[src/rtl/sa_pkg.sv]
package sa_pkg;

    localparam int unsigned CODE_W  = 12;
    localparam int unsigned NLIM    = 4;
    localparam int unsigned FIELD_W = 3;

    localparam logic [FIELD_W-1:0] FLD_CTRL  = 3'd4;
    localparam logic [FIELD_W-1:0] FLD_CLEAR = 3'd7;

    typedef enum logic [1:0] {
        SEV_NONE  = 2'd0,
        SEV_MINOR = 2'd1,
        SEV_MAJOR = 2'd2,
        SEV_CRIT  = 2'd3
    } sev_e;

    typedef enum logic {
        KIND_VOLT = 1'b0,
        KIND_TEMP = 1'b1
    } kind_e;

    typedef struct packed {
        kind_e                       kind;
        logic [NLIM-1:0]             en;
        logic [NLIM-1:0][CODE_W-1:0] lim;
    } slot_cfg_t;

    typedef struct packed {
        sev_e sev;
        logic trip;
    } verdict_t;

    function automatic sev_e temp_rank(input logic gt_min, input logic gt_maj,
                                       input logic gt_crit);
        if (gt_crit)     return SEV_CRIT;
        else if (gt_maj) return SEV_MAJOR;
        else if (gt_min) return SEV_MINOR;
        else             return SEV_NONE;
    endfunction

endpackage

[src/rtl/sa_cfg_bank.sv]
module sa_cfg_bank
    import sa_pkg::*;
#(
    parameter int unsigned SENS_N = 16,
    localparam int unsigned IDX_W = $clog2(SENS_N),
    localparam int unsigned ADR_W = IDX_W + FIELD_W
) (
    input  logic              clk,
    input  logic              rst,
    input  logic              we,
    input  logic [ADR_W-1:0]  addr,
    input  logic [CODE_W-1:0] wdata,
    output slot_cfg_t         cfg_o [SENS_N],
    output logic              clr_o
);

    logic [IDX_W-1:0]   wr_slot;
    logic [FIELD_W-1:0] wr_field;
    slot_cfg_t          cfg_q [SENS_N];

    assign wr_slot  = addr[ADR_W-1:FIELD_W];
    assign wr_field = addr[FIELD_W-1:0];
    assign clr_o    = we && (wr_field == FLD_CLEAR);

    always_ff @(posedge clk) begin
        if (rst) begin
            for (int s = 0; s < SENS_N; s++) cfg_q[s] <= '0;
        end else if (we) begin
            for (int s = 0; s < SENS_N; s++) begin
                if (wr_slot == IDX_W'(s)) begin
                    if (wr_field < FIELD_W'(NLIM)) begin
                        cfg_q[s].lim[wr_field[1:0]] <= wdata;
                    end else if (wr_field == FLD_CTRL) begin
                        cfg_q[s].en   <= wdata[NLIM-1:0];
                        cfg_q[s].kind <= kind_e'(wdata[NLIM]);
                    end
                end
            end
        end
    end

    assign cfg_o = cfg_q;

endmodule

[src/rtl/sa_level_eval.sv]
module sa_level_eval
    import sa_pkg::*;
(
    input  slot_cfg_t         cfg,
    input  logic [CODE_W-1:0] code,
    output verdict_t          verdict
);

    logic [NLIM-1:0] above;
    logic            below_warn;
    logic            below_shut;
    logic            volt_warn;
    logic            volt_trip;
    logic            temp_trip;

    for (genvar i = 0; i < NLIM; i++) begin : g_above
        assign above[i] = cfg.en[i] && (code > cfg.lim[i]);
    end

    assign below_warn = cfg.en[0] && (code < cfg.lim[0]);
    assign below_shut = cfg.en[2] && (code < cfg.lim[2]);
    assign volt_warn  = below_warn || above[1];
    assign volt_trip  = below_shut || above[3];
    assign temp_trip  = above[3];

    always_comb begin
        if (cfg.kind == KIND_VOLT) begin
            verdict.trip = volt_trip;
            verdict.sev  = (volt_warn || volt_trip) ? SEV_CRIT : SEV_NONE;
        end else begin
            verdict.trip = temp_trip;
            verdict.sev  = temp_trip ? SEV_CRIT
                                     : temp_rank(above[0], above[1], above[2]);
        end
    end

endmodule

[src/rtl/sa_status_track.sv]
module sa_status_track
    import sa_pkg::*;
#(
    parameter int unsigned SENS_N = 16,
    localparam int unsigned IDX_W = $clog2(SENS_N)
) (
    input  logic             clk,
    input  logic             rst,
    input  logic             in_valid,
    input  logic [IDX_W-1:0] in_idx,
    input  verdict_t         in_verdict,
    input  logic             clr,
    output sev_e             sev_q [SENS_N],
    output logic             evt_valid,
    output logic [IDX_W-1:0] evt_idx,
    output sev_e             evt_sev,
    output logic             shut_req
);

    logic in_range;
    logic trip_now;

    assign in_range = (32'(in_idx) < SENS_N);
    assign trip_now = in_valid && in_range && in_verdict.trip;

    always_ff @(posedge clk) begin
        if (rst) begin
            for (int s = 0; s < SENS_N; s++) sev_q[s] <= SEV_NONE;
            evt_valid <= 1'b0;
            evt_idx   <= '0;
            evt_sev   <= SEV_NONE;
        end else begin
            evt_valid <= 1'b0;
            if (in_valid && in_range && (in_verdict.sev != sev_q[in_idx])) begin
                sev_q[in_idx] <= in_verdict.sev;
                evt_valid     <= 1'b1;
                evt_idx       <= in_idx;
                evt_sev       <= in_verdict.sev;
            end
        end
    end

    always_ff @(posedge clk) begin
        if (rst)           shut_req <= 1'b0;
        else if (trip_now) shut_req <= 1'b1;
        else if (clr)      shut_req <= 1'b0;
    end

    a_r7_evt_needs_sample: assert property (@(posedge clk) disable iff (rst)
        evt_valid |-> $past(in_valid));

    a_r7_evt_matches_state: assert property (@(posedge clk) disable iff (rst)
        evt_valid |-> (sev_q[evt_idx] == evt_sev));

    a_r9_shut_sticky: assert property (@(posedge clk) disable iff (rst)
        (shut_req && !clr) |=> shut_req);

    a_r9_clear_drops: assert property (@(posedge clk) disable iff (rst)
        (clr && !trip_now) |=> !shut_req);

    a_r3_trip_sets_shut: assert property (@(posedge clk) disable iff (rst)
        trip_now |=> shut_req);

    a_r6_trip_is_crit: assert property (@(posedge clk) disable iff (rst)
        trip_now |=> (sev_q[$past(in_idx)] == SEV_CRIT));

endmodule

[src/rtl/sens_alarm_top.sv]
module sens_alarm_top
    import sa_pkg::*;
#(
    parameter int unsigned SENS_N = 16,
    localparam int unsigned IDX_W = $clog2(SENS_N),
    localparam int unsigned ADR_W = IDX_W + FIELD_W
) (
    input  logic                clk,
    input  logic                rst,
    input  logic                cfg_we,
    input  logic [ADR_W-1:0]    cfg_addr,
    input  logic [CODE_W-1:0]   cfg_wdata,
    input  logic                smp_valid,
    input  logic [IDX_W-1:0]    smp_idx,
    input  logic [CODE_W-1:0]   smp_code,
    output logic                evt_valid,
    output logic [IDX_W-1:0]    evt_idx,
    output logic [1:0]          evt_sev,
    output logic [2*SENS_N-1:0] sev_status,
    output logic                shut_req
);

    slot_cfg_t cfg_arr [SENS_N];
    slot_cfg_t sel_cfg;
    verdict_t  verdict;
    sev_e      sev_arr [SENS_N];
    sev_e      evt_sev_e;
    logic      clr;

    sa_cfg_bank #(.SENS_N(SENS_N)) u_cfg (
        .clk   (clk),
        .rst   (rst),
        .we    (cfg_we),
        .addr  (cfg_addr),
        .wdata (cfg_wdata),
        .cfg_o (cfg_arr),
        .clr_o (clr)
    );

    always_comb begin
        sel_cfg = '0;
        for (int s = 0; s < SENS_N; s++) begin
            if (smp_idx == IDX_W'(s)) sel_cfg = cfg_arr[s];
        end
    end

    sa_level_eval u_eval (
        .cfg     (sel_cfg),
        .code    (smp_code),
        .verdict (verdict)
    );

    sa_status_track #(.SENS_N(SENS_N)) u_track (
        .clk        (clk),
        .rst        (rst),
        .in_valid   (smp_valid),
        .in_idx     (smp_idx),
        .in_verdict (verdict),
        .clr        (clr),
        .sev_q      (sev_arr),
        .evt_valid  (evt_valid),
        .evt_idx    (evt_idx),
        .evt_sev    (evt_sev_e),
        .shut_req   (shut_req)
    );

    assign evt_sev = evt_sev_e;

    for (genvar s = 0; s < SENS_N; s++) begin : g_flat
        assign sev_status[2*s +: 2] = sev_arr[s];
    end

endmodule

[config.mk]
export PLATFORM = sky130hd
export DESIGN_NAME = sens_alarm_top
export DESIGN_NICKNAME = d
export VERILOG_FILES = /design/src/rtl/sa_pkg.sv /design/src/rtl/sa_cfg_bank.sv /design/src/rtl/sa_level_eval.sv /design/src/rtl/sa_status_track.sv /design/src/rtl/sens_alarm_top.sv
export SDC_FILE = /design/constraint.sdc
export NUM_CORES = 2
export LEC_CHECK = 0
export ABC_CLOCK_PERIOD_IN_PS = 12810
export CORE_AREA = 2 2 297 299
export DETAILED_ROUTE_END_ITERATION = 8
export DIE_AREA = 0 0 299 301
export DONT_BUFFER_PORTS = 1
export GPL_TIMING_DRIVEN = 0
export PLACE_DENSITY = 0.55
export SLEW_MARGIN = 20
export SYNTH_ARGS = -nofsm -noshare
export SYNTH_HDL_FRONTEND = slang
export SYNTH_SLANG_ARGS = --single-unit
[constraint.sdc]
create_clock -name clk -period 12.81 [get_ports clk]
set_input_delay 1.9215 -clock clk [delete_from_list [all_inputs] [get_ports clk]]
set_output_delay 1.9215 -clock clk [all_outputs]
set_load 0.05 [all_outputs]
; ---- After elaboration in Yosys (flattened, before gate mapping)
; Cells that the tools add are included.
[word_totals]
mem_bits_ro = 0
latch_bits = 0
ramBits = 0
word_cells = 260
inputBits = 39
output_inout_bits = 40
regBits = 888
mem_count = 0
[classes]
multipliers = 0
reduce_logical = 49
order_cmp = 11
n_addsub = 0
muxes = 49
n_shift = 0
eq_ne = 33
div = 0
bitwise = 2
[ops]
columns = op, n
row1 = 53-bit two-way mux, 16
row2 = 48-bit bitwise mux, 16
row3 = "4-bit == test, second input constant", 16
row4 = 4-bit AND reduction, 16
row5 = 12-bit greater-than comparator, 4
row6 = 3-bit AND reduction, 16
row7 = 32-bit bitwise mux, 1
row8 = "4-bit by 3-bit == test with 1-bit output, second input constant", 8
row9 = 12-bit demux with 2-bit select, 1
row10 = 12-bit less-than comparator, 2
row11 = "4-bit by 2-bit == test with 1-bit output, second input constant", 4
row12 = 2-bit two-way mux, 7
row13 = 12-bit two-way mux, 1
row14 = 1-bit logical AND, 11
row15 = 2-bit binary-select mux with 4-bit select, 1
row16 = 2-bit demux with 4-bit select, 1
row17 = "4-bit by 1-bit == test with 1-bit output, second input constant", 2
row18 = 4-bit zero test, 2
row19 = "3-bit == test, second input constant", 2
row20 = "5-bit >= comparator, second input constant", 1
row21 = "5-bit by 1-bit less-than comparator with 1-bit output, second input constant", 1
row22 = 4-bit NOT with 5-bit output, 1
row23 = 1-bit two-way mux, 4
row24 = 1-bit logical OR, 3
row25 = other kinds (7), 7

; ---- Depth between registers and ports, before layout
[logic_depth]
word_depth = 27
depth_mapped = 28
ltp_nobuf = 21

; ---- Modules after synthesis
; Synthesis repeated with hierarchy kept, for this count alone.
[hier_totals]
cells_unflattened = 4540
hier_area_um2 = 44869.3
[by_module_without_submodules]
columns = mod, seq_area_each_um2, cells_each, n_inst, area_per_inst_um2
row1 = sa_cfg_bank, 16976.3, 2944, 1, 32750.2
row2 = sens_alarm_top, 0.0, 1232, 1, 8685.8
row3 = sa_status_track, 800.8, 195, 1, 2124.5
row4 = sa_level_eval, 0.0, 169, 1, 1308.8

; ---- Worst setup path after synthesis
; OpenSTA, ideal clock, no wires.
[synth_timing]
path_type = input -> register
startpoint = in smp_idx[1]
endpoint = reg u_track.sev_q[22] (netlist name)
setup_slack_ns = 6.019
stages = 24
t_arrival_ns = 6.719
required_ns = 12.738
setup_time_ns = 0.072
path_buffers = 7
cell_sequence = buf_2 -> buf_6 -> buf_4 -> clkbuf_1 -> buf_2 -> buf_2 -> mux4_2 -> nand2_1 -> nand4_1 -> o21ai_0 -> a31oi_1 -> a211oi_1 -> ha_1 -> a41oi_1 -> o21ai_0 -> a22o_1 -> o31a_1 -> a32oi_1 -> a21oi_1 -> mux2_4 -> a311o_2 -> buf_8 -> nand2_4 -> mux2i_1
[synth_via]
elab_chain_len = 26
word_cells_on_any_way = 65
cone_classes = order compare: 8 / eq/ne: 16 / mux: 28 / bitwise: 1 / reduce/logical: 12
[synth_rtl]
columns = item, line
row1 = start: declaration, sens_alarm_top.sv:14  ; input logic [IDX_W-1:0] smp_idx,
row2 = 4-bit zero test, sens_alarm_top.sv:43  ; if (smp_idx == IDX_W'(s)) sel_cfg = cfg_arr[s];
row3 = 53-bit two-way mux (16 in a row), sens_alarm_top.sv:43
row4 = 12-bit greater-than comparator, sa_level_eval.sv:17  ; assign above[i] = cfg.en[i] && (code > cfg.lim[i]);
row5 = 1-bit logical AND, sa_level_eval.sv:17
row6 = 1-bit two-way mux, sa_pkg.sv:37  ; else if (gt_min) return SEV_MINOR;
row7 = 2-bit two-way mux, sa_pkg.sv:36  ; else if (gt_maj) return SEV_MAJOR;
row8 = 2-bit two-way mux, sa_pkg.sv:35  ; if (gt_crit) return SEV_CRIT;
row9 = 2-bit two-way mux, sa_level_eval.sv:32  ; verdict.sev = temp_trip ? SEV_CRIT
row10 = 3-bit two-way mux, sa_level_eval.sv:27  ; if (cfg.kind == KIND_VOLT) begin
row11 = 2-bit != test, sa_status_track.sv:34  ; if (in_valid && in_range && (in_verdict.sev != sev_q[in_idx])) begin
row12 = 1-bit logical AND, sa_status_track.sv:34
row13 = end signal: indexed assignment, sa_status_track.sv:35  ; sev_q[in_idx] <= in_verdict.sev;
row14 = end: declaration, sa_status_track.sv:13  ; output sev_e sev_q [SENS_N],
; Parallel ways exist; a longest one is shown, timed or not. The select of a mux whose other input is x is not followed.
; A chain may end at the register's enable or synchronous reset.

; ---- Worst setup path in the final report
[layout_timing]
startpoint = in smp_idx[1]
endpoint = reg u_track.sev_q[12] (netlist name)
; Same word-level chain as after synthesis.

==> impl_metrics.env <==
export IMPL_critPathRequiredTime_ns=13.41
export IMPL_cts_buffers=99
export IMPL_ys_ff_latch=888
export IMPL_cpPeakStageDelay_ns=0.76
export IMPL_row_count=108
export IMPL_cts_max_level=3
export IMPL_clk_path_buf_depth=3
export IMPL_drv_slew=0
export IMPL_coreArea_um2=86480
export IMPL_synth_edf_count=0
export IMPL_clockRootBuffer="clkbuf_16"
export IMPL_grt_max_degree=14
export IMPL_crit_type="in -> reg"
export IMPL_grt_pass1_vias=36990
export IMPL_die_area_um2=90000
export IMPL_firstDrtPassIters=6
export IMPL_synth_top_family_by_area="simple AND/OR/NAND/NOR gates"
export IMPL_vias=41210
export IMPL_grt_pass1_wl_um=284200
export IMPL_finalSetupTns_ns=0
export IMPL_irDropWorstVdd_v=0.0001574
export IMPL_period_needed_ns=9.673
export IMPL_clock_latency_ns=0.70
export IMPL_post_cts_buffers=0
export IMPL_ys_types=78
export IMPL_cts_sinks=888
export IMPL_synth_top_cell_by_area="dfxtp_1"
export IMPL_ys_warn_count=0
export IMPL_final_layout_size_suffix_gt1_share_pct=5.892
export IMPL_worst_r2r_setup_slack_ns=6.82
export IMPL_yosysTopAreaCellShare_pct=45.74
export IMPL_period_share_pct=75.51
export IMPL_post_route_drc_count=0
export IMPL_cts_resized=0
export IMPL_die_w_um=299
export IMPL_path_clk_slew_ns=0.06
export IMPL_gp_congestion=1.018
export IMPL_post_place_ws_ns=2.896
export IMPL_yosys_area_share_simple_pct=24.14
export IMPL_hold_viol_final=0
export IMPL_hold_class="reg -> reg"
export IMPL_antenna_found_initial=6
export IMPL_yosys_area_share_adder_pct=1.545
export IMPL_nNetsFinal=5352
export IMPL_initial_core_util_pct=44.94
export IMPL_whs_ns=0.4496
export IMPL_swShare_pct=26.97
export IMPL_power_leakage_nw=14.35
export IMPL_grt_usage_pct=44.57
export IMPL_power_switching_mw=1.717
export IMPL_power_total_mw=6.365
export IMPL_routedWlPerCell_um=31.73
export IMPL_dpl_cell_count=6317
export IMPL_final_setup_worst_slack_ns=3.137
export IMPL_cp_max_fo=10
export IMPL_ys_top_cells_by_area="dfxtp_1, nand2_1, a21oi_1"
export IMPL_skew_ns=0.02585
export IMPL_dpl_hpwl_um=148100
export IMPL_endpoint_kind="flip-flop"
export IMPL_run_status="complete, no violations"
export IMPL_comb_power_share_pct=8.2
export IMPL_setup_violations=0
export IMPL_final_cell_count_no_fill=6508
export IMPL_die_h_um=301
export IMPL_synthMuxAreaShare_pct=4.124
export IMPL_p_int_mw=4.648
export IMPL_yosysSeqAreaShare_pct=45.74
export IMPL_drtIter0Drc=6796
export IMPL_cts_tree="done"
export IMPL_worst_pin_slew_ns=1.318
export IMPL_cap_viol_max_count=0
export IMPL_holdBufCountCts=0
export IMPL_avgSynthCellArea_um2=7.538
export IMPL_detail_route_vias_per_cell=6.332
export IMPL_fmax_mhz=103.4
export IMPL_grt_overflow=0
export IMPL_port_buffers=0
export IMPL_power_frac_seq_pct=44.0
export IMPL_syn2layout_area_growth_pct=12.94
export IMPL_ant_nets=0
export IMPL_powerDensity_nw_per_um2=145.0
export IMPL_ys_flop_type="dfxtp_1"
export IMPL_max_slew_margin_rel_pct=11.19
export IMPL_synth_nets=5243
export IMPL_crit_path_start_kind="input pin"
export IMPL_cp_slowest_cell="a31oi_1"
export IMPL_syn_area_um2=38860
export IMPL_async_reset_ff_share_pct=0
export IMPL_clockPowerShare_pct=47.9
export IMPL_synthCells=5156
export IMPL_synth_compound_area_share_pct=19.61
export IMPL_worstPathArrival_ns=10.28
export IMPL_drt_total_wl_um=206500
export IMPL_synth_xor_area_share_pct=0
export IMPL_ios=79
export IMPL_rsz0062_at_grt="false"
-- placed cells by master, fill, tap and decap left out, types with 14 or more instances in the layout --
| cell type | count |
|---|---|
| clkbuf_1 | 402 |
| nor2_1 | 195 |
| mux4_2 | 36 |
| nand3_1 | 99 |
| a222oi_1 | 21 |
| a22oi_1 | 155 |
| a221oi_1 | 22 |
| mux2i_1 | 72 |
| nand4_1 | 41 |
| dfxtp_1 | 888 |
| nor2b_1 | 17 |
| nand2_1 | 1811 |
| clkbuf_16 | 101 |
| nor3_1 | 14 |
| buf_1 | 15 |
| clkbuf_8 | 25 |
| a31oi_1 | 53 |
| a21oi_1 | 892 |
| ha_1 | 48 |
| nand2b_1 | 56 |
| o21ai_0 | 64 |
| a211oi_1 | 27 |
| buf_2 | 28 |
| clkbuf_2 | 44 |
-- sequential cells by signal (all words and copies together), names as in the netlist --
name,cells
u_track.evt_idx,4
u_track.sev_q,32
u_track.evt_sev,2
u_track.shut_req,1
u_cfg.cfg_o,848
u_track.evt_valid,1
-- layout make-up --
| class | instances | area, µm² |
|---|---|---|
| fillers | 8790 | 42590 |
| multi-input cells | 3789 | 19220 |
| flip-flops and latches | 888 | 17780 |
| clock buffers | 155 | 2980 |
| plain buffers | 468 | 1899 |
| well taps | 1155 | 1445 |
| clock inverters | 27 | 397.9 |
| repair buffers | 8 | 118.9 |
| inverters | 11 | 41.29 |
| diodes | 7 | 17.52 |
-- stage by stage --
| step | cell area (µm²) | util, % |
|---|---|---|
| 2_1_floorplan | 38860 | - |
| 3_3_place_gp | 40310 | 46.61 |
| 3_5_place_dp | 40470 | 46.80 |
| 4_1_cts | 43850 | 50.70 |
| 5_1_grt | 43880 | 50.73 |
| 6_report | 43890 | 50.75 |
-- critical path: cells and delay by family --
family	cells	cell delay, ns
adder cells (fa/ha/maj)	1	0.37
AO/OA/AOI/OAI	9	3.10
multiplexers	2	0.53
buffers and inverters	7	2.68
AND/OR/NAND/NOR	6	1.63
-- cell families (layout without fill, tap and decap cells) --
kind of cell             count (synthesis)  in the layout
multiplexers                           114            114
other                                    0              7
adder cells (fa/ha/maj)                 48             48
AO/OA/AOI/OAI                         1321           1321
buffers and inverters                  479            669
flip-flops                             888            888
AND/OR/NAND/NOR                       2306           2306
-- power by group through the flow --
| stage | clock network (mW) | registers, mW | logic (mW) |
|---|---|---|---|
| 2_1_floorplan | 0 | 2.86 | 0.235 |
| 3_3_place_gp | 0 | 2.86 | 0.481 |
| 3_5_place_dp | 0 | 2.86 | 0.487 |
| 4_1_cts | 3.02 | 2.80 | 0.488 |
| 5_1_grt | 3.13 | 2.80 | 0.516 |
| 6_report | 3.05 | 2.80 | 0.521 |
-- path summary, 6_finish.rpt --
path / from / to / cells after the start
hold reg to reg: u_cfg.cfg_o[405] / u_cfg.cfg_o[405] / 2
setup / recovery: smp_idx[1] / u_track.sev_q[12] / 25
setup reg to reg: u_cfg.cfg_o[758] / u_track.sev_q[12] / 20
hold / removal: u_cfg.cfg_o[405] / u_cfg.cfg_o[405] / 2
-- layer usage --
layer | GRT usage, % | part of all wire (%) | up-vias
li1 | - | - | 17710
met1 | 58.38 | 38 | 19760
met2 | 63.55 | 41 | 3053
met3 | 12.61 | 13 | 689
met4 | 30.18 | 8.1 | 2
met5 | 0 | 0.0068 | -
-- Yosys cell counts, types with 6 or more instances --
cell type     n
buf_2        27
o21ai_0      64
ha_1         48
nand4_1      41
a21oi_1     892
nand2b_1     56
and2_1        8
nand3_1      99
a221oi_1     22
o22ai_1       9
inv_1         9
a222oi_1     21
a22o_1        8
nor3b_1       6
and3_1       11
dfxtp_1     888
nor3_1       16
nor2_1      196
clkbuf_1    417
o211ai_1      8
mux4_2       36
a22oi_1     155
a31oi_1      53
mux2i_1      72
a211oi_1     27
nand2_4      10
o221ai_1      7
nor2b_1      17
nand2_1    1811
buf_1        16
(Power assumes the default switching activity.)
